--- src/rtl/i2c_tgt_pkg.sv ---
package i2c_tgt_pkg;

  typedef enum logic [2:0] {
    ST_IDLE    = 3'd0,
    ST_HDR     = 3'd1,
    ST_HDR_ACK = 3'd2,
    ST_WR      = 3'd3,
    ST_WR_ACK  = 3'd4,
    ST_RD      = 3'd5,
    ST_RD_ACK  = 3'd6,
    ST_IGNORE  = 3'd7
  } tgt_state_t;

  localparam int unsigned BYTE_W = 8;

  // A header selects this target when its upper seven bits equal the address.
  function automatic logic hdr_selects(input logic [7:0] hdr, input logic [6:0] dev);
    return hdr[7:1] == dev;
  endfunction

  // Bit 0 of the header is the direction: 1 means the controller reads.
  function automatic logic hdr_is_read(input logic [7:0] hdr);
    return hdr[0];
  endfunction

endpackage

--- src/rtl/i2c_bus_sync.sv ---
module i2c_bus_sync #(
  parameter int unsigned STAGES = 2
) (
  input  logic clk,
  input  logic rst_n,
  input  logic scl_i,
  input  logic sda_i,
  output logic scl_lvl,
  output logic sda_lvl,
  output logic scl_rise,
  output logic scl_fall,
  output logic start_evt,
  output logic stop_evt
);

  logic [STAGES-1:0] scl_chain;
  logic [STAGES-1:0] sda_chain;
  logic              scl_q;
  logic              sda_q;

  // The idle bus is high, so the chains reset to ones.
  always_ff @(posedge clk or negedge rst_n) begin
    if (!rst_n) begin
      scl_chain <= '1;
      sda_chain <= '1;
      scl_q     <= 1'b1;
      sda_q     <= 1'b1;
    end else begin
      scl_chain <= {scl_chain[STAGES-2:0], scl_i};
      sda_chain <= {sda_chain[STAGES-2:0], sda_i};
      scl_q     <= scl_chain[STAGES-1];
      sda_q     <= sda_chain[STAGES-1];
    end
  end

  assign scl_lvl   = scl_chain[STAGES-1];
  assign sda_lvl   = sda_chain[STAGES-1];
  assign scl_rise  = scl_lvl & ~scl_q;
  assign scl_fall  = ~scl_lvl & scl_q;
  // SDA moving while SCL stays high marks a bus condition.
  assign start_evt = scl_lvl & scl_q & sda_q & ~sda_lvl;
  assign stop_evt  = scl_lvl & scl_q & ~sda_q & sda_lvl;

endmodule

--- src/rtl/i2c_regbank.sv ---
module i2c_regbank #(
  parameter int unsigned NREGS = 16,
  parameter int unsigned DW    = 8,
  localparam int unsigned PW   = $clog2(NREGS)
) (
  input  logic          clk,
  input  logic          rst_n,
  input  logic          we,
  input  logic [PW-1:0] waddr,
  input  logic [DW-1:0] wdata,
  input  logic [PW-1:0] raddr,
  output logic [DW-1:0] rdata
);

  logic [DW-1:0] regs [NREGS];

  for (genvar gi = 0; gi < NREGS; gi++) begin : g_reg
    always_ff @(posedge clk or negedge rst_n) begin
      if (!rst_n) begin
        regs[gi] <= '0;
      end else if (we && (waddr == PW'(gi))) begin
        regs[gi] <= wdata;
      end
    end
  end

  assign rdata = regs[raddr];

endmodule

--- src/rtl/i2c_tgt_fsm.sv ---
module i2c_tgt_fsm
  import i2c_tgt_pkg::*;
#(
  parameter logic [6:0]  DEV_ADDR = 7'h68,
  parameter int unsigned NREGS    = 16,
  localparam int unsigned PW      = $clog2(NREGS)
) (
  input  logic              clk,
  input  logic              rst_n,
  input  logic              sda_lvl,
  input  logic              scl_rise,
  input  logic              scl_fall,
  input  logic              start_evt,
  input  logic              stop_evt,
  input  logic [BYTE_W-1:0] rd_data,
  output logic              wr_en,
  output logic [BYTE_W-1:0] wr_data,
  output logic [PW-1:0]     ptr,
  output logic              sda_low,
  output tgt_state_t        state,
  output logic [3:0]        bitcnt,
  output logic              byte_end
);

  localparam logic [3:0] FULL = 4'd8;

  logic [BYTE_W-1:0] shreg;
  logic              rw_q;
  logic              first_q;

  // Advance the pointer by one and wrap after the last register.
  function automatic logic [PW-1:0] ptr_step(input logic [PW-1:0] p);
    return (p == PW'(NREGS - 1)) ? '0 : PW'(p + 1'b1);
  endfunction

  // SCL falls after the eighth bit: the byte is complete.
  assign byte_end = scl_fall && (bitcnt == FULL);
  assign wr_en    = (state == ST_WR) && byte_end && !first_q;
  assign wr_data  = shreg;

  always_ff @(posedge clk or negedge rst_n) begin
    if (!rst_n) begin
      state   <= ST_IDLE;
      bitcnt  <= '0;
      shreg   <= '0;
      ptr     <= '0;
      rw_q    <= 1'b0;
      first_q <= 1'b0;
      sda_low <= 1'b0;
    end else if (start_evt) begin
      state   <= ST_HDR;
      bitcnt  <= '0;
      sda_low <= 1'b0;
    end else if (stop_evt) begin
      state   <= ST_IDLE;
      bitcnt  <= '0;
      sda_low <= 1'b0;
    end else begin
      unique case (state)
        ST_HDR, ST_WR: begin
          if (scl_rise && (bitcnt != FULL)) begin
            shreg  <= {shreg[BYTE_W-2:0], sda_lvl};
            bitcnt <= bitcnt + 4'd1;
          end
          if (byte_end) begin
            if (state == ST_HDR) begin
              if (hdr_selects(shreg, DEV_ADDR)) begin
                rw_q    <= hdr_is_read(shreg);
                state   <= ST_HDR_ACK;
                sda_low <= 1'b1;
              end else begin
                state <= ST_IGNORE;
              end
            end else begin
              if (first_q) begin
                ptr     <= shreg[PW-1:0];
                first_q <= 1'b0;
              end else begin
                ptr <= ptr_step(ptr);
              end
              state   <= ST_WR_ACK;
              sda_low <= 1'b1;
            end
          end
        end
        ST_HDR_ACK: begin
          if (scl_fall) begin
            bitcnt <= '0;
            if (rw_q) begin
              state   <= ST_RD;
              shreg   <= rd_data;
              sda_low <= ~rd_data[BYTE_W-1];
            end else begin
              state   <= ST_WR;
              first_q <= 1'b1;
              sda_low <= 1'b0;
            end
          end
        end
        ST_WR_ACK: begin
          if (scl_fall) begin
            state   <= ST_WR;
            bitcnt  <= '0;
            sda_low <= 1'b0;
          end
        end
        ST_RD: begin
          if (scl_rise && (bitcnt != FULL)) begin
            bitcnt <= bitcnt + 4'd1;
          end
          if (scl_fall) begin
            if (bitcnt == FULL) begin
              state   <= ST_RD_ACK;
              sda_low <= 1'b0;
              ptr     <= ptr_step(ptr);
            end else begin
              shreg   <= {shreg[BYTE_W-2:0], 1'b0};
              sda_low <= ~shreg[BYTE_W-2];
            end
          end
        end
        ST_RD_ACK: begin
          if (scl_rise && sda_lvl) begin
            state <= ST_IGNORE;
          end else if (scl_fall) begin
            state   <= ST_RD;
            bitcnt  <= '0;
            shreg   <= rd_data;
            sda_low <= ~rd_data[BYTE_W-1];
          end
        end
        default: begin
          sda_low <= 1'b0;
        end
      endcase
    end
  end

endmodule

--- src/rtl/i2c_regfile_target.sv ---
module i2c_regfile_target
  import i2c_tgt_pkg::*;
#(
  parameter logic [6:0]  DEV_ADDR    = 7'h68,
  parameter int unsigned NREGS       = 16,
  parameter int unsigned SYNC_STAGES = 2
) (
  input  logic clk,
  input  logic rst_n,
  input  logic scl_i,
  input  logic sda_i,
  output logic sda_low_o
);

  localparam int unsigned PTR_W = $clog2(NREGS);

  logic              scl_lvl;
  logic              sda_lvl;
  logic              scl_rise;
  logic              scl_fall;
  logic              start_evt;
  logic              stop_evt;
  logic              wr_en;
  logic [BYTE_W-1:0] wr_data;
  logic [BYTE_W-1:0] rd_data;
  logic [PTR_W-1:0]  ptr;
  logic              sda_low;
  tgt_state_t        state;
  logic [3:0]        bitcnt;
  logic              byte_end;

  i2c_bus_sync #(.STAGES(SYNC_STAGES)) u_sync (
    .clk       (clk),
    .rst_n     (rst_n),
    .scl_i     (scl_i),
    .sda_i     (sda_i),
    .scl_lvl   (scl_lvl),
    .sda_lvl   (sda_lvl),
    .scl_rise  (scl_rise),
    .scl_fall  (scl_fall),
    .start_evt (start_evt),
    .stop_evt  (stop_evt)
  );

  i2c_tgt_fsm #(.DEV_ADDR(DEV_ADDR), .NREGS(NREGS)) u_fsm (
    .clk       (clk),
    .rst_n     (rst_n),
    .sda_lvl   (sda_lvl),
    .scl_rise  (scl_rise),
    .scl_fall  (scl_fall),
    .start_evt (start_evt),
    .stop_evt  (stop_evt),
    .rd_data   (rd_data),
    .wr_en     (wr_en),
    .wr_data   (wr_data),
    .ptr       (ptr),
    .sda_low   (sda_low),
    .state     (state),
    .bitcnt    (bitcnt),
    .byte_end  (byte_end)
  );

  i2c_regbank #(.NREGS(NREGS), .DW(BYTE_W)) u_bank (
    .clk   (clk),
    .rst_n (rst_n),
    .we    (wr_en),
    .waddr (ptr),
    .wdata (wr_data),
    .raddr (ptr),
    .rdata (rd_data)
  );

  assign sda_low_o = sda_low;

endmodule

--- config.mk ---
export PLATFORM = sky130hd
export DESIGN_NAME = i2c_regfile_target
export DESIGN_NICKNAME = d
export VERILOG_FILES = /design/src/rtl/i2c_tgt_pkg.sv /design/src/rtl/i2c_bus_sync.sv /design/src/rtl/i2c_regbank.sv /design/src/rtl/i2c_tgt_fsm.sv /design/src/rtl/i2c_regfile_target.sv
export SDC_FILE = /design/constraint.sdc
export NUM_CORES = 1
export LEC_CHECK = 0
export BUFFER_PORTS_ARGS = -buffer_cell sky130_fd_sc_hd__buf_2
export CAP_MARGIN = 20
export CORE_ASPECT_RATIO = 1.4
export CORE_MARGIN = 2
export CORE_UTILIZATION = 60
export CTS_CLUSTER_SIZE = 20
export DETAILED_ROUTE_END_ITERATION = 12
export PLACE_DENSITY_LB_ADDON = 0.05
export SKIP_CTS_REPAIR_TIMING = 1
export SLEW_MARGIN = 20
export SYNTH_ARGS = -nofsm -noshare
export SYNTH_HDL_FRONTEND = slang
export SYNTH_SLANG_ARGS = --single-unit
--- constraint.sdc ---
create_clock -name clk -period 5.5 [get_ports clk]
set_input_delay 0.275 -clock clk [delete_from_list [all_inputs] [get_ports clk]]
set_output_delay 0.275 -clock clk [all_outputs]
set_load 0.01 [all_outputs]
==> reports/metrics.cfg, run 1 <==
[critical_path]
reg2reg_depth = 5
startpoint_type = flop
cp_data_required_time_ns = 5.79
timing.rr.start = u_fsm.ptr[0]
cp-startpoint = u_fsm.ptr[0]
cp-end-kind = flop
crit_path_top_delay_cell = dfrtp_2
rrSetupSlack_ns = 2.63
cp_max_fo = 29
path_class = flop to flop
arrival_ns = 3.17
cp-endpoint = u_bank.regs[96]
slowest_delay_ns = 0.68
r2r_end = u_bank.regs[96]
crit_chain = buf_4 > ha_1 > nand3_1 > nor2_2 > mux2_2

[detailed_routing]
vias = 4540
postRouteAntennaNets = 0
drcViolationCount = 0
drt-pass1-iter-count = 5
avgViaCountPerCell = 6.44
drt_iter0_drc = 230
routed_wl_mm = 15.8
wire_per_inst_um = 22.3

[clock_network]
clk_path_buf_depth = 2
htreeDepth = 4
clk_latency_ns = 0.42
cts_root_buf = clkbuf_16
cts_tree = built
cts_sinks = 156
cts.clk_slew.worst_paths_ns = 0.06
cts_made_buffers = 17

[synthesis]
synth-async-reset-ratio = 1.00
synth-edff-count = 0
yosys_warnings = 0
syn_area_um2 = 7470
yosys-top-cells-area = dfrtp_1 50%, mux2_2 20%, mux4_2 7.8%
synth_xor_area_frac = 0.00352
yosysTopAreaCell = dfrtp_1
synth-compound-area-share = 0.0678
synth_cells = 552
ys_ff_latch = 156
synth_mux_area_frac = 0.295
synth_top_area_share = 0.503
synth_ff_type = dfrtp_1
synth-seq-area-share = 0.524
synthSimpleGateAreaFrac = 0.0739
synthTopCellsByCount = 150 x dfrtp_1, 130 x mux2_2, 26 x mux4_2
synthesis.nets = 562
yosys.cell_count.top_type = dfrtp_1
synth.avg_cell_area_um2 = 13.5
post_synth_num_cell_types = 53
synthAdderAreaFrac = 0.0101
synth_top_family_by_area = multiplexers

[layout]
area_growth_pct = 8.74
stdcell_count = 705
drive_gt1_frac = 0.407
num_antenna_cells = 0
nNetsFinal = 552

[timing]
worstMarginPinSlew_ns = 0.889
final_hold_viol_count = 0
post-route-period-util = 0.523
skew_ns = 0.00833
setup_tns_ns = 0
fmax_mhz = 348
relSlewSlack = 0.407
period_needed_ns = 2.87
slew_violations = 0
setup_viol = 0
rsz0062_at_grt = false

[die]
io_pins = 5
chipHeight_um = 136
core_um2 = 12300
rows = 48
start_util = 0.610
die-area_um2 = 13400
die_x_um = 98.3

[placement]
dp_hpwl_mm = 10.3
gp_congestion = 0.799
io_buffers = 4
dp.cells = 670

[global_route]
grt_overflow_total = 0
antenna_found_initial = 0
grtUsageTotal = 0.250
grt_max_degree = 86
grt_pass1_wl_mm = 25.4
grt_pass1_vias = 4703

[run_status]
outcome = completed

[power]
leakagePower_nw = 3.67
power_mw = 2.47
ir_drop_mv = 0.173
p_per_area_nw_per_um2 = 304

[job]
drv_cap = 0

[worst_hold_path]
hp-class = flop to flop

[how the worst min path moves through the flow]
stage                        start                   to  slack [ns]  cells after the start
6_report       u_sync.scl_chain[0]  u_sync.scl_chain[1]        0.36                      0
2_1_floorplan                rst_n       u_bank.regs[0]       -0.02                      0
3_3_place_gp   u_sync.sda_chain[0]  u_sync.sda_chain[1]        0.35                      0
4_1_cts                      rst_n      u_fsm.bitcnt[2]       -0.07                      1
5_1_grt        u_sync.sda_chain[0]  u_sync.sda_chain[1]        0.37                      0
3_5_place_dp   u_sync.scl_chain[0]  u_sync.scl_chain[1]        0.35                      0
[cell type report]
| class | instances | area [um^2] |
|---|---|---|
| clock inverters | 10 | 92.6 |
| inverters | 5 | 18.8 |
| flip-flops and latches | 156 | 3910 |
| repair buffers | 11 | 86.3 |
| well taps | 150 | 188 |
| multi-input cells | 351 | 3360 |
| fillers | 912 | 4130 |
| clock buffers | 22 | 464 |
[through the flow]
| step | setup slack (ns) | utilization | hold WS, ns | cell area, um^2 |
|---|---|---|---|---|
| final | 2.63 | 0.663 | 0.357 | 8120 |
| after global routing | 2.43 | 0.663 | 0.367 | 8120 |
| after CTS | 2.59 | 0.661 | -0.0740 | 8090 |
| after detailed placement | 2.61 | 0.615 | 0.348 | 7540 |
| after global placement | 2.65 | 0.615 | 0.346 | 7540 |
| after floorplan | 3.32 | - | -0.0206 | 7470 |
[flip-flops by register name, summed over array words and instances (netlist names)]
register          cells
u_fsm.state           3
u_fsm.ptr             4
u_sync.sda_q          1
u_fsm.wr_data         8
u_fsm.rw_q            1
u_fsm.bitcnt          4
u_sync.scl_q          1
u_fsm.first_q         1
u_fsm.sda_low         1
u_bank.regs         128
u_sync.sda_chain      2
u_sync.scl_chain      2
[cells in the final DEF (no fill, tap or decap), types with 4 or more instances in the layout]
master	instances
o21ai_1	4
mux2i_1	14
nand2b_1	4
inv_1	5
nor2_4	4
nand3_1	9
o2bb2ai_1	6
o21ai_0	8
nor2_2	14
dfrtp_1	149
nand2_1	24
mux2_2	130
nor2_1	13
a22oi_1	10
ha_1	6
clkbuf_16	17
a21oi_1	17
buf_4	4
clkinv_2	4
clkinv_4	4
mux4_2	26
dfstp_2	6
o221ai_1	7
nor2b_1	10
[critical path: cells and delay by family (launching register included)]
kind          cells  cell delay (ns)
flops             1             0.68
fa+ha+maj         1             0.32
buf+inv           1             0.53
mux               1             0.39
simple gates      2             0.78
[per-layer routing]
metal | part of all wire | track usage | vias to the layer above
met1 | 0.43 | 0.340 | 2363
met3 | 0.040 | 0.0329 | 32
met5 | 0 | 0 | -
met4 | 0.026 | 0.106 | 0
li1 | - | - | 2025
met2 | 0.51 | 0.410 | 120
[cell families (layout without fill, tap and decap cells)]
logic type / count (synthesis) / in the layout
AND/OR/NAND/NOR: 98 / 98
XOR/XNOR: 3 / 3
adder cells (fa/ha/maj): 6 / 6
flip-flops: 156 / 156
multiplexers: 171 / 171
buffers and inverters: 45 / 48
AO/OA/AOI/OAI: 73 / 73
[power by group]
group          switching (mW)  total [mW]  internal (mW)
sequential             0.0887        1.26           1.17
combinational          0.0701       0.117         0.0466
clock                   0.442        1.09          0.645
total                   0.601        2.47           1.86
Note: power is estimated with default switching activity, not from simulation.
==> inputs of run 2 (changes only) <==
Settings changed: CORE_UTILIZATION 60 to 57.
Clock period 5.5 ns to 2.52 ns, I/O delays scaled along.
==> reports/metrics.cfg, run 2 (same netlist as run 1, synthesis figures left out) <==
[layout]
num_antenna_cells = 0  ; unchanged
drive_gt1_frac = 0.434  ; was 0.407
layout.core_utilization = 0.659  ; was 0.663
largest-register = u_bank.regs  ; unchanged
most-common-layout-cells = 149 x dfrtp_1, 130 x mux2_2, 33 x buf_4  ; was 149 x dfrtp_1, 130 x mux2_2, 26 x mux4_2
area_growth_pct = 13.0  ; was 8.74%
nNetsFinal = 584  ; was 552
layout.cells.most_common = dfrtp_1  ; unchanged
largest_reg_flops = 128  ; unchanged

[clock_network]
htreeDepth = 4  ; unchanged
cts_made_buffers = 17  ; unchanged
cts_root_buf = clkbuf_16  ; unchanged
clk_path_buf_depth = 2  ; unchanged
clk_latency_ns = 0.44  ; was 0.42 ns
cts_tree = built  ; unchanged
cts.clk_slew.worst_paths_ns = 0.06  ; about the same
cts_sinks = 156  ; unchanged

[global_route]
grt_max_degree = 77  ; was 86
grt_pass1_vias = 5045  ; was 4703
grt_pass1_wl_mm = 27.3  ; was 25.4 mm
grt_overflow_total = 0  ; unchanged
antenna_found_initial = 0  ; unchanged
grtUsageTotal = 0.261  ; was 0.250

[timing]
fmax_mhz = 427  ; was 348 MHz
setup_viol = 0  ; unchanged
finalWorstSetupSlack_ns = 0.178  ; was 2.63 ns
rsz0062_at_grt = false  ; unchanged
skew_ns = 0.0144  ; was 0.00833 ns
final_hold_viol_count = 0  ; unchanged
relSlewSlack = 0.461  ; was 0.407
worstMarginPinSlew_ns = 0.808  ; was 0.889 ns
post-route-period-util = 0.929  ; was 0.523
setup_tns_ns = 0  ; unchanged
slew_violations = 0  ; unchanged
period_needed_ns = 2.34  ; was 2.87 ns

[detailed_routing]
postRouteAntennaNets = 0  ; unchanged
drt-pass1-iter-count = 4  ; was 5
dr_wl_met2_mm = 8.66  ; was 8.01 mm
avgViaCountPerCell = 6.27  ; was 6.44
vias = 4637  ; was 4540
wl_met1_mm = 7.14  ; was 6.70 mm
drt_iter0_drc = 171  ; was 230
routed_wl_mm = 16.6  ; was 15.8 mm
highest_layer = met4  ; unchanged
wire_per_inst_um = 22.4  ; was 22.3 um
dr_wl_met3_um = 456  ; was 630 um
drcViolationCount = 0  ; unchanged

[die]
chipHeight_um = 139  ; was 136 um
core_um2 = 12800  ; was 12300 um^2
rows = 49  ; was 48
die_x_um = 101  ; was 98.3 um
start_util = 0.583  ; was 0.610
die-area_um2 = 14000  ; was 13400 um^2
io_pins = 5  ; unchanged

[job]
drv_cap = 0  ; unchanged

[placement]
io_buffers = 4  ; unchanged
gp_congestion = 0.884  ; was 0.799
dp_hpwl_mm = 11.1  ; was 10.3 mm
pre_cts_ws_ns = 0.196  ; was 2.61 ns

[critical_path]
cp_max_fo = 8  ; was 29
cp_data_required_time_ns = 2.83  ; was 5.79 ns
arrival_ns = 2.65  ; was 3.17 ns
cp-end-kind = flop  ; unchanged
startpoint_type = flop  ; unchanged
path_class = flop to flop  ; unchanged

[worst_hold_path]
hp-class = input port to async pin  ; was flop to flop

[power]
p_per_area_nw_per_um2 = 668  ; was 304 nW/um^2
leakagePower_nw = 3.87  ; was 3.67 nW
ir_drop_mv = 0.431  ; was 0.173 mV
power_mw = 5.64  ; was 2.47 mW

[run_status]
outcome = completed  ; unchanged

run 2: final cells by class:
cell class | instances | area (um^2)
Clock inverter | 7 | 116
Tap cell | 153 | 191
Fill cell | 960 | 4370
Timing Repair Buffer | 43 | 364
Inverter | 5 | 18.8
Clock buffer | 25 | 475
Multi-Input combinational cell | 351 | 3360
Sequential cell | 156 | 3910
run 2: worst max-delay path, stage by stage, from the launching register on:
cell and delay (ns):
dfrtp_1 0.42, inv_1 0.08, ha_1 0.15, nand3b_1 0.15
nor2_2 0.29, nand3_1 0.30, nor2_2 0.43, mux2_2 0.39
run 2: worst paths after layout:
| check | from | endpoint | slack [ns] | cells past startpoint |
|---|---|---|---|---|
| setup / recovery | u_fsm.bitcnt[0] | u_bank.regs[79] | 0.18 | 7 |
| hold / removal | rst_n | u_fsm.wr_data[4] | 0.31 | 2 |
| setup reg to reg | u_fsm.bitcnt[0] | u_bank.regs[79] | 0.18 | 7 |
| hold reg to reg | u_sync.sda_chain[0] | u_sync.sda_chain[1] | 0.36 | 0 |
| max in group asynchronous | rst_n | u_bank.regs[113] | 1.40 | 3 |
| min in group clk | sda_i | u_sync.sda_chain[0] | 0.34 | 2 |
run 2: per-stage QoR:
stage          std cells  cell area, um^2  hold slack [ns]
2_1_floorplan        552             7470           -0.170
3_3_place_gp         705             7820            0.209
3_5_place_dp         705             7820            0.219
4_1_cts              737             8410           -0.237
5_1_grt              740             8440            0.338
6_report             740             8440            0.307
run 2: power by group:
part,switching [mW],internal (mW)
Sequential,0.0920,2.56
Combinational,0.269,0.132
Clock,0.972,1.61
run 2: layer usage:
layer  global-route usage  vias to the layer above
li1                     -                     2079
met1                0.342                     2469
met2                0.430                       64
met3               0.0568                       25
met4               0.0880                        0
met5                    0                        -
==> inputs of run 3 (changes only) <==
Settings changed: CORE_UTILIZATION 57 to 30, CTS_CLUSTER_SIZE 20 to 14, TNS_END_PERCENT set to 10.
==> reports/metrics.cfg, run 3 (same netlist as run 1, synthesis figures left out) <==
[layout]
area_growth_pct = 16.7  ; was 13.0%
stdcell_count = 902  ; was 740
largest-register = u_bank.regs  ; unchanged
regArea_um2 = 3910  ; unchanged
largest_reg_flops = 128  ; unchanged
multi_input_area_um2 = 3360  ; unchanged
most-common-layout-cells = 149 x dfrtp_1, 130 x mux2_2, 33 x buf_4  ; unchanged
drive_gt1_frac = 0.443  ; was 0.434
num_antenna_cells = 0  ; unchanged
nNetsFinal = 584  ; unchanged
n_fill_cell = 2345  ; was 960
layout.core_utilization = 0.355  ; was 0.659
layout.cells.most_common = dfrtp_1  ; unchanged

[clock_network]
cts_tree = built  ; unchanged
cts_made_buffers = 17  ; unchanged
cts_sinks = 156  ; unchanged
cts_root_buf = clkbuf_16  ; unchanged
htreeDepth = 4  ; unchanged
clk_latency_ns = 0.43  ; was 0.44 ns
cts.clk_slew.worst_paths_ns = 0.07  ; was 0.06 ns
clk_path_buf_depth = 2  ; unchanged

[detailed_routing]
avgViaCountPerCell = 5.05  ; was 6.27
routed_wl_mm = 19.5  ; was 16.6 mm
drt-pass1-iter-count = 4  ; unchanged
drcViolationCount = 0  ; unchanged
vias = 4557  ; was 4637
postRouteAntennaNets = 0  ; unchanged
drt_iter0_drc = 246  ; was 171
wire_per_inst_um = 21.7  ; was 22.4 um

[timing]
rsz0062_at_grt = false  ; unchanged
setup_viol = 0  ; unchanged
period_needed_ns = 2.29  ; was 2.34 ns
fmax_mhz = 437  ; was 427 MHz
relSlewSlack = 0.515  ; was 0.461
worstMarginPinSlew_ns = 0.728  ; was 0.808 ns
skew_ns = 0.00805  ; was 0.0144 ns
post-route-period-util = 0.907  ; was 0.929
setup_tns_ns = 0  ; unchanged
final_hold_viol_count = 0  ; unchanged
slew_violations = 0  ; unchanged
finalWorstSetupSlack_ns = 0.234  ; was 0.178 ns

[critical_path]
arrival_ns = 2.60  ; was 2.65 ns
cp-end-kind = flop  ; unchanged
cpMostUsedCell = nor2_2  ; unchanged
crit_chain = inv_1 > ha_1 > nand3b_1 > nor2_2 > nand3_1 > nor2_2 > buf_4 > mux2_2  ; was inv_1 > ha_1 > nand3b_1 > nor2_2 > nand3_1 > nor2_2 > mux2_2
path_class = flop to flop  ; unchanged
cp_max_fo = 8  ; unchanged
cp_data_required_time_ns = 2.83  ; about the same
rrSetupSlack_ns = 0.23  ; was 0.18 ns
crit_path_top_delay_cell = dfrtp_1  ; was nor2_2
startpoint_type = flop  ; unchanged
slowest_delay_ns = 0.42  ; was 0.43 ns
reg2reg_depth = 8  ; was 7
timing.rr.start = u_fsm.bitcnt[0]  ; unchanged
r2r_end = u_bank.regs[2]  ; was u_bank.regs[79]

[placement]
io_buffers = 4  ; unchanged
dp.cells = 867  ; was 705
pre_cts_ws_ns = 0.229  ; was 0.196 ns
gp_congestion = 0.781  ; was 0.884
dp_hpwl_mm = 13.1  ; was 11.1 mm

[power]
ir_drop_mv = 0.401  ; was 0.431 mV
p_per_area_nw_per_um2 = 689  ; was 668 nW/um^2
leakagePower_nw = 3.90  ; was 3.87 nW
power_mw = 6.01  ; was 5.64 mW

[die]
rows = 68  ; was 49
die_x_um = 137  ; was 101 um
core_um2 = 24600  ; was 12800 um^2
chipHeight_um = 191  ; was 139 um
io_pins = 5  ; unchanged
start_util = 0.304  ; was 0.583
die-area_um2 = 26200  ; was 14000 um^2

[run_status]
outcome = completed  ; unchanged

[global_route]
grt_pass1_wl_mm = 31.1  ; was 27.3 mm
grtUsageTotal = 0.163  ; was 0.261
grt_max_degree = 55  ; was 77
antenna_found_initial = 0  ; unchanged
grt_overflow_total = 0  ; unchanged
grt_pass1_vias = 4941  ; was 5045

[worst_hold_path]
hp-class = input port to async pin  ; unchanged

[job]
drv_cap = 0  ; unchanged

## run 3: changes by cell type in the layout (fill, tap and decap cells not counted), sizes merged
cell / delta
bufinv: +3
inv: +3
clkbuf: -7
clkinvlp: +1
## run 3: metrics by stage
stage / instance area [um^2] / hold slack, ns
detailed placement: 8020 / 0.116
finish: 8720 / 0.214
CTS: 8690 / -0.360
global placement: 8020 / 0.117
floorplan: 7470 / -0.170
global route: 8720 / 0.266
## run 3: worst max-delay path, delay by kind of cell (launching register included)
family | cells | cell delay, ns
mux | 1 | 0.36
flops | 1 | 0.42
buf+inv | 2 | 0.29
fa+ha+maj | 1 | 0.15
simple gates | 4 | 0.93
## run 3: layout make-up
cell class | count | share of cell area
sequential | 156 | 0.449
multi-input combinational | 351 | 0.385
clock buffer | 18 | 0.0492
tap | 315 | 0.0452
timing repair buffer | 43 | 0.0418
clock inverter | 14 | 0.0276
inverter | 5 | 0.00215
## run 3: how the worst max path moves through the flow
stage	startpoint	end	slack (ns)
after floorplan	u_fsm.ptr[0]	u_bank.regs[120]	0.34
after global placement	u_fsm.bitcnt[0]	u_fsm.sda_low	0.23
after detailed placement	u_fsm.bitcnt[0]	u_bank.regs[2]	0.23
after CTS	u_fsm.bitcnt[0]	u_bank.regs[2]	0.20
after global routing	u_fsm.bitcnt[0]	u_bank.regs[8]	0.02
final	u_fsm.bitcnt[0]	u_bank.regs[2]	0.23
## run 3: metal layers
layer,up-vias,GRT usage,share of wire
li1,2077,-,-
met1,2429,0.209,0.45
met2,38,0.278,0.52
met3,13,0.0298,0.014
met4,0,0.0492,0.014
met5,-,0,0
## run 3: power by group
part	switching, mW	internal (mW)
Clock	1.08	1.87
Sequential	0.0854	2.56
Combinational	0.282	0.131
Total	1.45	4.56
